<file path="src/rtl/tmr16_pkg.sv">
package tmr16_pkg;

    localparam int PS_W = 2;

    typedef enum logic [1:0] {
        A_LOW  = 2'd0,
        A_HIGH = 2'd1,
        A_CTRL = 2'd2,
        A_STAT = 2'd3
    } addr_e;

    // bit 5 wide, bits 4:3 divider, bit 2 delay stage, bit 1 external, bit 0 run
    typedef struct packed {
        logic            wide;
        logic [PS_W-1:0] ps;
        logic            sync;
        logic            ext;
        logic            on;
    } ctrl_t;

endpackage

</file>
<file path="src/rtl/tmr16_insync.sv">
module tmr16_insync #(
    parameter int STAGES = 2
) (
    input  logic clk,
    input  logic rst_n,
    input  logic din,
    output logic rise
);
    logic [STAGES:0] sh_d, sh_q;

    always_comb begin
        sh_d = {sh_q[STAGES-1:0], din};
    end

    always_ff @(posedge clk or negedge rst_n) begin
        if (!rst_n) sh_q <= '0;
        else        sh_q <= sh_d;
    end

    assign rise = sh_q[STAGES-1] & ~sh_q[STAGES];

    p_single_rise_r4: assert property (@(posedge clk) disable iff (!rst_n)
        rise |=> !rise);
endmodule

</file>
<file path="src/rtl/tmr16_prescale.sv">
module tmr16_prescale #(
    parameter int PS_W = 2
) (
    input  logic            clk,
    input  logic            rst_n,
    input  logic            restart,
    input  logic            tick_in,
    input  logic [PS_W-1:0] sel,
    output logic            pulse
);
    localparam int CW = (1 << PS_W) - 1;

    typedef struct packed {
        logic [CW-1:0]   cnt;
        logic [PS_W-1:0] sel;
    } pre_t;

    pre_t          st_d, st_q;
    logic [CW-1:0] lim;
    logic          rst_all;

    always_comb begin
        for (int i = 0; i < CW; i++) lim[i] = (i < int'(sel));
        rst_all = restart || (sel != st_q.sel);
        pulse   = tick_in && (st_q.cnt == lim) && !rst_all;
        st_d     = st_q;
        st_d.sel = sel;
        if (rst_all)      st_d.cnt = '0;
        else if (pulse)   st_d.cnt = '0;
        else if (tick_in) st_d.cnt = st_q.cnt + CW'(1);
    end

    always_ff @(posedge clk or negedge rst_n) begin
        if (!rst_n) st_q <= '0;
        else        st_q <= st_d;
    end

    p_div1_pass_r3: assert property (@(posedge clk) disable iff (!rst_n)
        (tick_in && !restart && sel == '0 && st_q.sel == '0) |-> pulse);
    p_restart_zero_r3: assert property (@(posedge clk) disable iff (!rst_n)
        restart |=> st_q.cnt == '0);
endmodule

</file>
<file path="src/rtl/tmr16_buffered.sv">
module tmr16_buffered
    import tmr16_pkg::*;
#(
    parameter int BYTE_W      = 8,
    parameter int TICK_DIV    = 4,
    parameter int SYNC_STAGES = 2
) (
    input  logic              clk,
    input  logic              rst_n,
    input  logic              ext_clk,
    input  logic              evt_clear,
    input  logic              bus_wr,
    input  logic              bus_rd,
    input  logic [1:0]        bus_addr,
    input  logic [BYTE_W-1:0] bus_wdata,
    output logic [BYTE_W-1:0] bus_rdata,
    output logic              ovf_flag
);
    localparam int CNT_W = 2 * BYTE_W;
    localparam int PH_W  = $clog2(TICK_DIV);
    localparam int CT_W  = $bits(ctrl_t);

    typedef struct packed {
        logic [CNT_W-1:0]  cnt;
        logic [BYTE_W-1:0] hbuf;
        ctrl_t             ctrl;
        logic              flag;
        logic [PH_W-1:0]   ph;
        logic              pend;
    } state_t;

    state_t st_d, st_q;
    addr_e  addr;
    logic   ext_rise, pre_pulse, inc, cnt_wr, inst_tick, src_tick, ovf;
    logic   wr_low, wr_high, wr_ctl, wr_st, rd_low;

    assign addr = addr_e'(bus_addr);

    tmr16_insync #(.STAGES(SYNC_STAGES)) i_insync (
        .clk(clk), .rst_n(rst_n), .din(ext_clk), .rise(ext_rise)
    );

    tmr16_prescale #(.PS_W(PS_W)) i_prescale (
        .clk(clk), .rst_n(rst_n), .restart(cnt_wr), .tick_in(src_tick),
        .sel(st_q.ctrl.ps), .pulse(pre_pulse)
    );

    always_comb begin
        wr_low    = bus_wr && addr == A_LOW;
        wr_high   = bus_wr && addr == A_HIGH;
        wr_ctl    = bus_wr && addr == A_CTRL;
        wr_st     = bus_wr && addr == A_STAT;
        rd_low    = bus_rd && addr == A_LOW;
        cnt_wr    = wr_low || (wr_high && !st_q.ctrl.wide);
        inst_tick = st_q.ph == PH_W'(TICK_DIV - 1);
        src_tick  = st_q.ctrl.on && (st_q.ctrl.ext ? ext_rise : inst_tick);

        st_d = st_q;

        if (cnt_wr || inst_tick) st_d.ph = '0;
        else                     st_d.ph = st_q.ph + PH_W'(1);

        if (st_q.ctrl.ext && st_q.ctrl.sync) begin
            inc       = st_q.ctrl.on && inst_tick && (st_q.pend || pre_pulse);
            st_d.pend = st_q.ctrl.on && !inst_tick && !cnt_wr && (st_q.pend || pre_pulse);
        end else begin
            inc       = pre_pulse;
            st_d.pend = 1'b0;
        end

        ovf = inc && (&st_q.cnt) && !evt_clear && !cnt_wr;

        if (evt_clear)
            st_d.cnt = '0;
        else if (wr_low)
            st_d.cnt = st_q.ctrl.wide ? {st_q.hbuf, bus_wdata}
                                      : {st_q.cnt[CNT_W-1:BYTE_W], bus_wdata};
        else if (wr_high && !st_q.ctrl.wide)
            st_d.cnt = {bus_wdata, st_q.cnt[BYTE_W-1:0]};
        else if (inc)
            st_d.cnt = st_q.cnt + CNT_W'(1);

        if (rd_low && st_q.ctrl.wide)
            st_d.hbuf = st_q.cnt[CNT_W-1:BYTE_W];
        else if (wr_high && st_q.ctrl.wide)
            st_d.hbuf = bus_wdata;

        if (wr_ctl) st_d.ctrl = ctrl_t'(bus_wdata[CT_W-1:0]);

        if (wr_st) st_d.flag = st_q.flag & bus_wdata[0];
        if (ovf)   st_d.flag = 1'b1;
    end

    always_ff @(posedge clk or negedge rst_n) begin
        if (!rst_n) st_q <= '0;
        else        st_q <= st_d;
    end

    always_comb begin
        bus_rdata = '0;
        case (addr)
            A_LOW:  bus_rdata = st_q.cnt[BYTE_W-1:0];
            A_HIGH: bus_rdata = st_q.ctrl.wide ? st_q.hbuf : st_q.cnt[CNT_W-1:BYTE_W];
            A_CTRL: bus_rdata[CT_W-1:0] = st_q.ctrl;
            A_STAT: bus_rdata[0] = st_q.flag;
            default: bus_rdata = '0;
        endcase
    end

    assign ovf_flag = st_q.flag;

    p_clear_zero_r7: assert property (@(posedge clk) disable iff (!rst_n)
        evt_clear |=> st_q.cnt == '0);
    p_hold_off_r6: assert property (@(posedge clk) disable iff (!rst_n)
        (!st_q.ctrl.on && !evt_clear && !bus_wr) |=> $stable(st_q.cnt));
    p_flag_sticky_r8: assert property (@(posedge clk) disable iff (!rst_n)
        (st_q.flag && !wr_st) |=> st_q.flag);
    p_wrap_sets_r8: assert property (@(posedge clk) disable iff (!rst_n)
        (inc && (&st_q.cnt) && !evt_clear && !bus_wr) |=> (st_q.flag && st_q.cnt == '0));
    p_buf_load_r10: assert property (@(posedge clk) disable iff (!rst_n)
        (rd_low && st_q.ctrl.wide && !bus_wr) |=> st_q.hbuf == $past(st_q.cnt[CNT_W-1:BYTE_W]));
    p_commit_both_r11: assert property (@(posedge clk) disable iff (!rst_n)
        (wr_low && st_q.ctrl.wide && !evt_clear) |=> st_q.cnt == {$past(st_q.hbuf), $past(bus_wdata)});
endmodule

</file>
<file path="config.mk">
export PLATFORM = sky130hd
export DESIGN_NAME = tmr16_buffered
export DESIGN_NICKNAME = d
export VERILOG_FILES = /design/src/rtl/tmr16_pkg.sv /design/src/rtl/tmr16_insync.sv /design/src/rtl/tmr16_prescale.sv /design/src/rtl/tmr16_buffered.sv
export SDC_FILE = /design/constraint.sdc
export NUM_CORES = 1
export LEC_CHECK = 0
export BUFFER_PORTS_ARGS = -buffer_cell sky130_fd_sc_hd__buf_2
export CAP_MARGIN = 15
export CORE_AREA = 2 2 70 72
export DETAILED_ROUTE_END_ITERATION = 12
export DIE_AREA = 0 0 72 74
export GPL_TIMING_DRIVEN = 1
export MAX_ROUTING_LAYER = met4
export PLACE_DENSITY = 0.79
export SLEW_MARGIN = 0
export SYNTH_ARGS = -nofsm -noshare
export SYNTH_HDL_FRONTEND = slang
export SYNTH_SLANG_ARGS = --single-unit
</file>
<file path="constraint.sdc">
create_clock -name clk -period 3.9 [get_ports clk]
set_clock_uncertainty 0.2 [all_clocks]
set_input_delay 0.975 -clock clk [delete_from_list [all_inputs] [get_ports clk]]
set_output_delay 0.975 -clock clk [all_outputs]
set_load 0.02 [all_outputs]
</file>
==> reports/results.ini <==
[outcome]
status=finished clean

[timing]
finalSetupViolations=0
grt_setup_unrepaired=no
finalHoldViolCount=0
worst_slew_pin_slew_ns=0.943
finalCriticalPeriod_ns=3.39
maxClockFrequency_mhz=295
slew_violations=0
timing.setup.tns_ns=0
fin_crit_sh_pct=86.8
slew_headroom_pct=37.2

[final_layout]
num_antenna_cells=0
drive_above_1_share_pct=19.0
layout_common_cells=dfrtp_1, o21ai_0, nand2_1
final_util_pct=62.5
nNetsFinal=329
area_growth_syn_to_layout_pct=7.44
layout_commonest_cell=dfrtp_1

[drt]
wl_per_cell_um=19.6
drt_pass1_iterations=7
drtAntennaViolNets=0
drt_wl_total_um=7160
drc=0
drt_iter0_markers=352
vias=2456
viasPerCell=6.73

[critical_path]
worstSetupPathType=in2out
worstPathArrival_ns=2.21
endpoint_kind=output pin
reg2reg_slack_ns=1.19
worstSetupStartpointType=primary input
required_ns=2.72
ff2ff_path_depth=6
timing.rr.end=st_q[26]$_DFFE_PN0P_
timing.rr.start=st_q[9]$_DFFE_PN0P_
cp_max_fo=17

[power_and_ir_drop]
powerDensity_nw_per_um2=415
pwr-share-clk_pct=24.8
internal_power_w=0.000768
ir_drop_mv=0.288
seqPwrFrac_pct=49.7
p_switching_w=0.000424
sw_frac_of_total_pct=35.6
total_leakage_power_nw=1.27
power_frac_comb_pct=25.5

[synthesis]
yosysWarnings=0
avgSynthCellArea_um2=9.10
ys_seq_area_share_pct=39.3
synthCells=294
synth_edf_count=0
ys_ff_latch=42
synthMuxAreaShare_pct=9.21
syn_area_um2=2680
synth-async-reset-ratio_pct=100
synth_top_family_by_area=compound AO/OA/AOI/OAI gates
synth_fp_nets=313
ys_types=63
synth_simple_gate_area_share_pct=20.2
synthAdderAreaFrac_pct=1.40
synth_xor_area_share_pct=2.29
synth-compound-area-share_pct=21.9
synth_ff_type=dfrtp_1

[clock_tree]
cts_resized=0
numCtsBuffers=5
hold_buffers=0
cts_tree=yes
clock-sinks=42
cts_buffer_depth=2
clk_pin_slew_ns=0.10
clockRootBuffer=clkbuf_8
htreeDepth=2
cts_setup_buffers=0
clock_latency_ns=0.30

[min_path]
hold_end=i_insync.sh_q[1]$_DFF_PN0_
whs_path_depth=0
hp-start=i_insync.sh_q[0]$_DFF_PN0_
min_path_type=reg2reg

[grt]
overflow=0
grt_pass1_wl_um=11300
grt_max_degree=43
antenna_found_initial=0
grt_pass1_vias=2207
busiest_layer=met2
met1_usage_pct=39.2
grt_usage_pct=28.7
use_met2_pct=42.1
grt.met3_usage_pct=6.23

[floorplan]
die_y_um=74
start_util_pct=58.2
num_rows=25
core-area_um2=4600
pin_count=25
die_w_um=72
die_area_um2=5330

[placement]
routabilityCongestion=0.945
portBuffers=24
hpwl_um=5160

[run]
max_cap_violations=0

-- sequential cells by signal (all words and copies together) (netlist names) --
name and flops:
st_q 33, ovf_flag 1, i_prescale.st_q 5, i_insync.sh_q 3
-- kinds of logic (layout without fill, tap and decap cells) --
| family | after synthesis | in the layout |
|---|---|---|
| AND/OR/NAND/NOR | 103 | 103 |
| AO/OA/AOI/OAI | 86 | 86 |
| flip-flops | 42 | 42 |
| buffers and inverters | 32 | 49 |
| multiplexers | 21 | 21 |
| XOR/XNOR | 7 | 7 |
| adder cells (fa/ha/maj) | 3 | 3 |
-- through the flow --
| stage | worst slack, ns | hold slack [ns] | instances | power (W) | instance area, um2 |
|---|---|---|---|---|---|
| floorplan | 0.644 | 0.131 | 294 | 0.000802 | 2680 |
| global placement | 0.578 | 0.132 | 357 | 0.000888 | 2780 |
| detailed placement | 0.542 | 0.146 | 357 | 0.000896 | 2780 |
| CTS | 0.549 | 0.161 | 365 | 0.00119 | 2870 |
| global route | 0.403 | 0.160 | 365 | 0.00125 | 2870 |
| finish | 0.514 | 0.147 | 365 | 0.00119 | 2870 |
-- power groups by stage --
stage	combinational, W	clock (W)	sequential, W
floorplan	0.000237	0	0.000565
global placement	0.000295	0	0.000593
detailed placement	0.000299	0	0.000598
CTS	0.000301	0.000299	0.000589
global route	0.000335	0.000317	0.000601
finish	0.000304	0.000296	0.000592
-- cell usage after synthesis (2+ instances only) --
library cell,count,area (um2)
mux2_4,3,45.0
nand2_1,30,113
xor2_1,5,43.8
a32oi_1,3,26.3
clkbuf_1,8,30.0
ha_1,3,37.5
a222oi_1,6,60.1
nor2_1,26,97.6
nor3_1,4,20.0
nand4_1,3,18.8
inv_1,15,56.3
o21ai_0,31,155
o31ai_1,3,22.5
a21oi_1,14,70.1
nand3_1,12,60.1
xnor2_1,2,17.5
a31oi_1,7,43.8
buf_1,2,7.51
or3_1,4,25.0
a211oi_1,3,22.5
buf_6,2,22.5
mux2i_1,10,100
mux2_2,7,78.8
and3_1,6,37.5
buf_2,3,15.0
a21o_1,2,15.0
dfrtp_1,42,1050
a22oi_1,2,15.0
and4_1,2,17.5
-- area by class of cell --
type | instances | area (um2)
clock buffer | 5 | 68.8
clock inverter | 3 | 25.0
fill | 425 | 1720
inverter | 15 | 56.3
multi-input combinational | 220 | 1470
sequential | 42 | 1050
tap | 54 | 67.6
timing repair buffer | 26 | 135
-- critical path: stages --
cell and delay, ns:
buf_2 0.27, inv_1 0.28, nor2_1 0.20, a21oi_1 0.06, o21ai_0 0.22, buf_2 0.20
-- per-layer routing --
metal	routed length, um	part of all wire [%]	vias to the layer above
met3	725	10	29
met1	3050	43	1168
met2	3140	44	144
met5	0	0	-
li1	-	-	1115
met4	242	3.4	0
-- worst max path at each step --
stage / start / endpoint / slack [ns] / cells past startpoint
floorplan: bus_addr[0] / bus_rdata[1] / 0.64 / 5
global placement: bus_addr[0] / bus_rdata[1] / 0.58 / 6
detailed placement: bus_addr[0] / bus_rdata[1] / 0.54 / 6
CTS: bus_addr[0] / bus_rdata[1] / 0.55 / 6
global route: bus_addr[0] / bus_rdata[1] / 0.40 / 6
finish: bus_addr[0] / bus_rdata[1] / 0.51 / 6
Power figures use the tool's default switching activity.
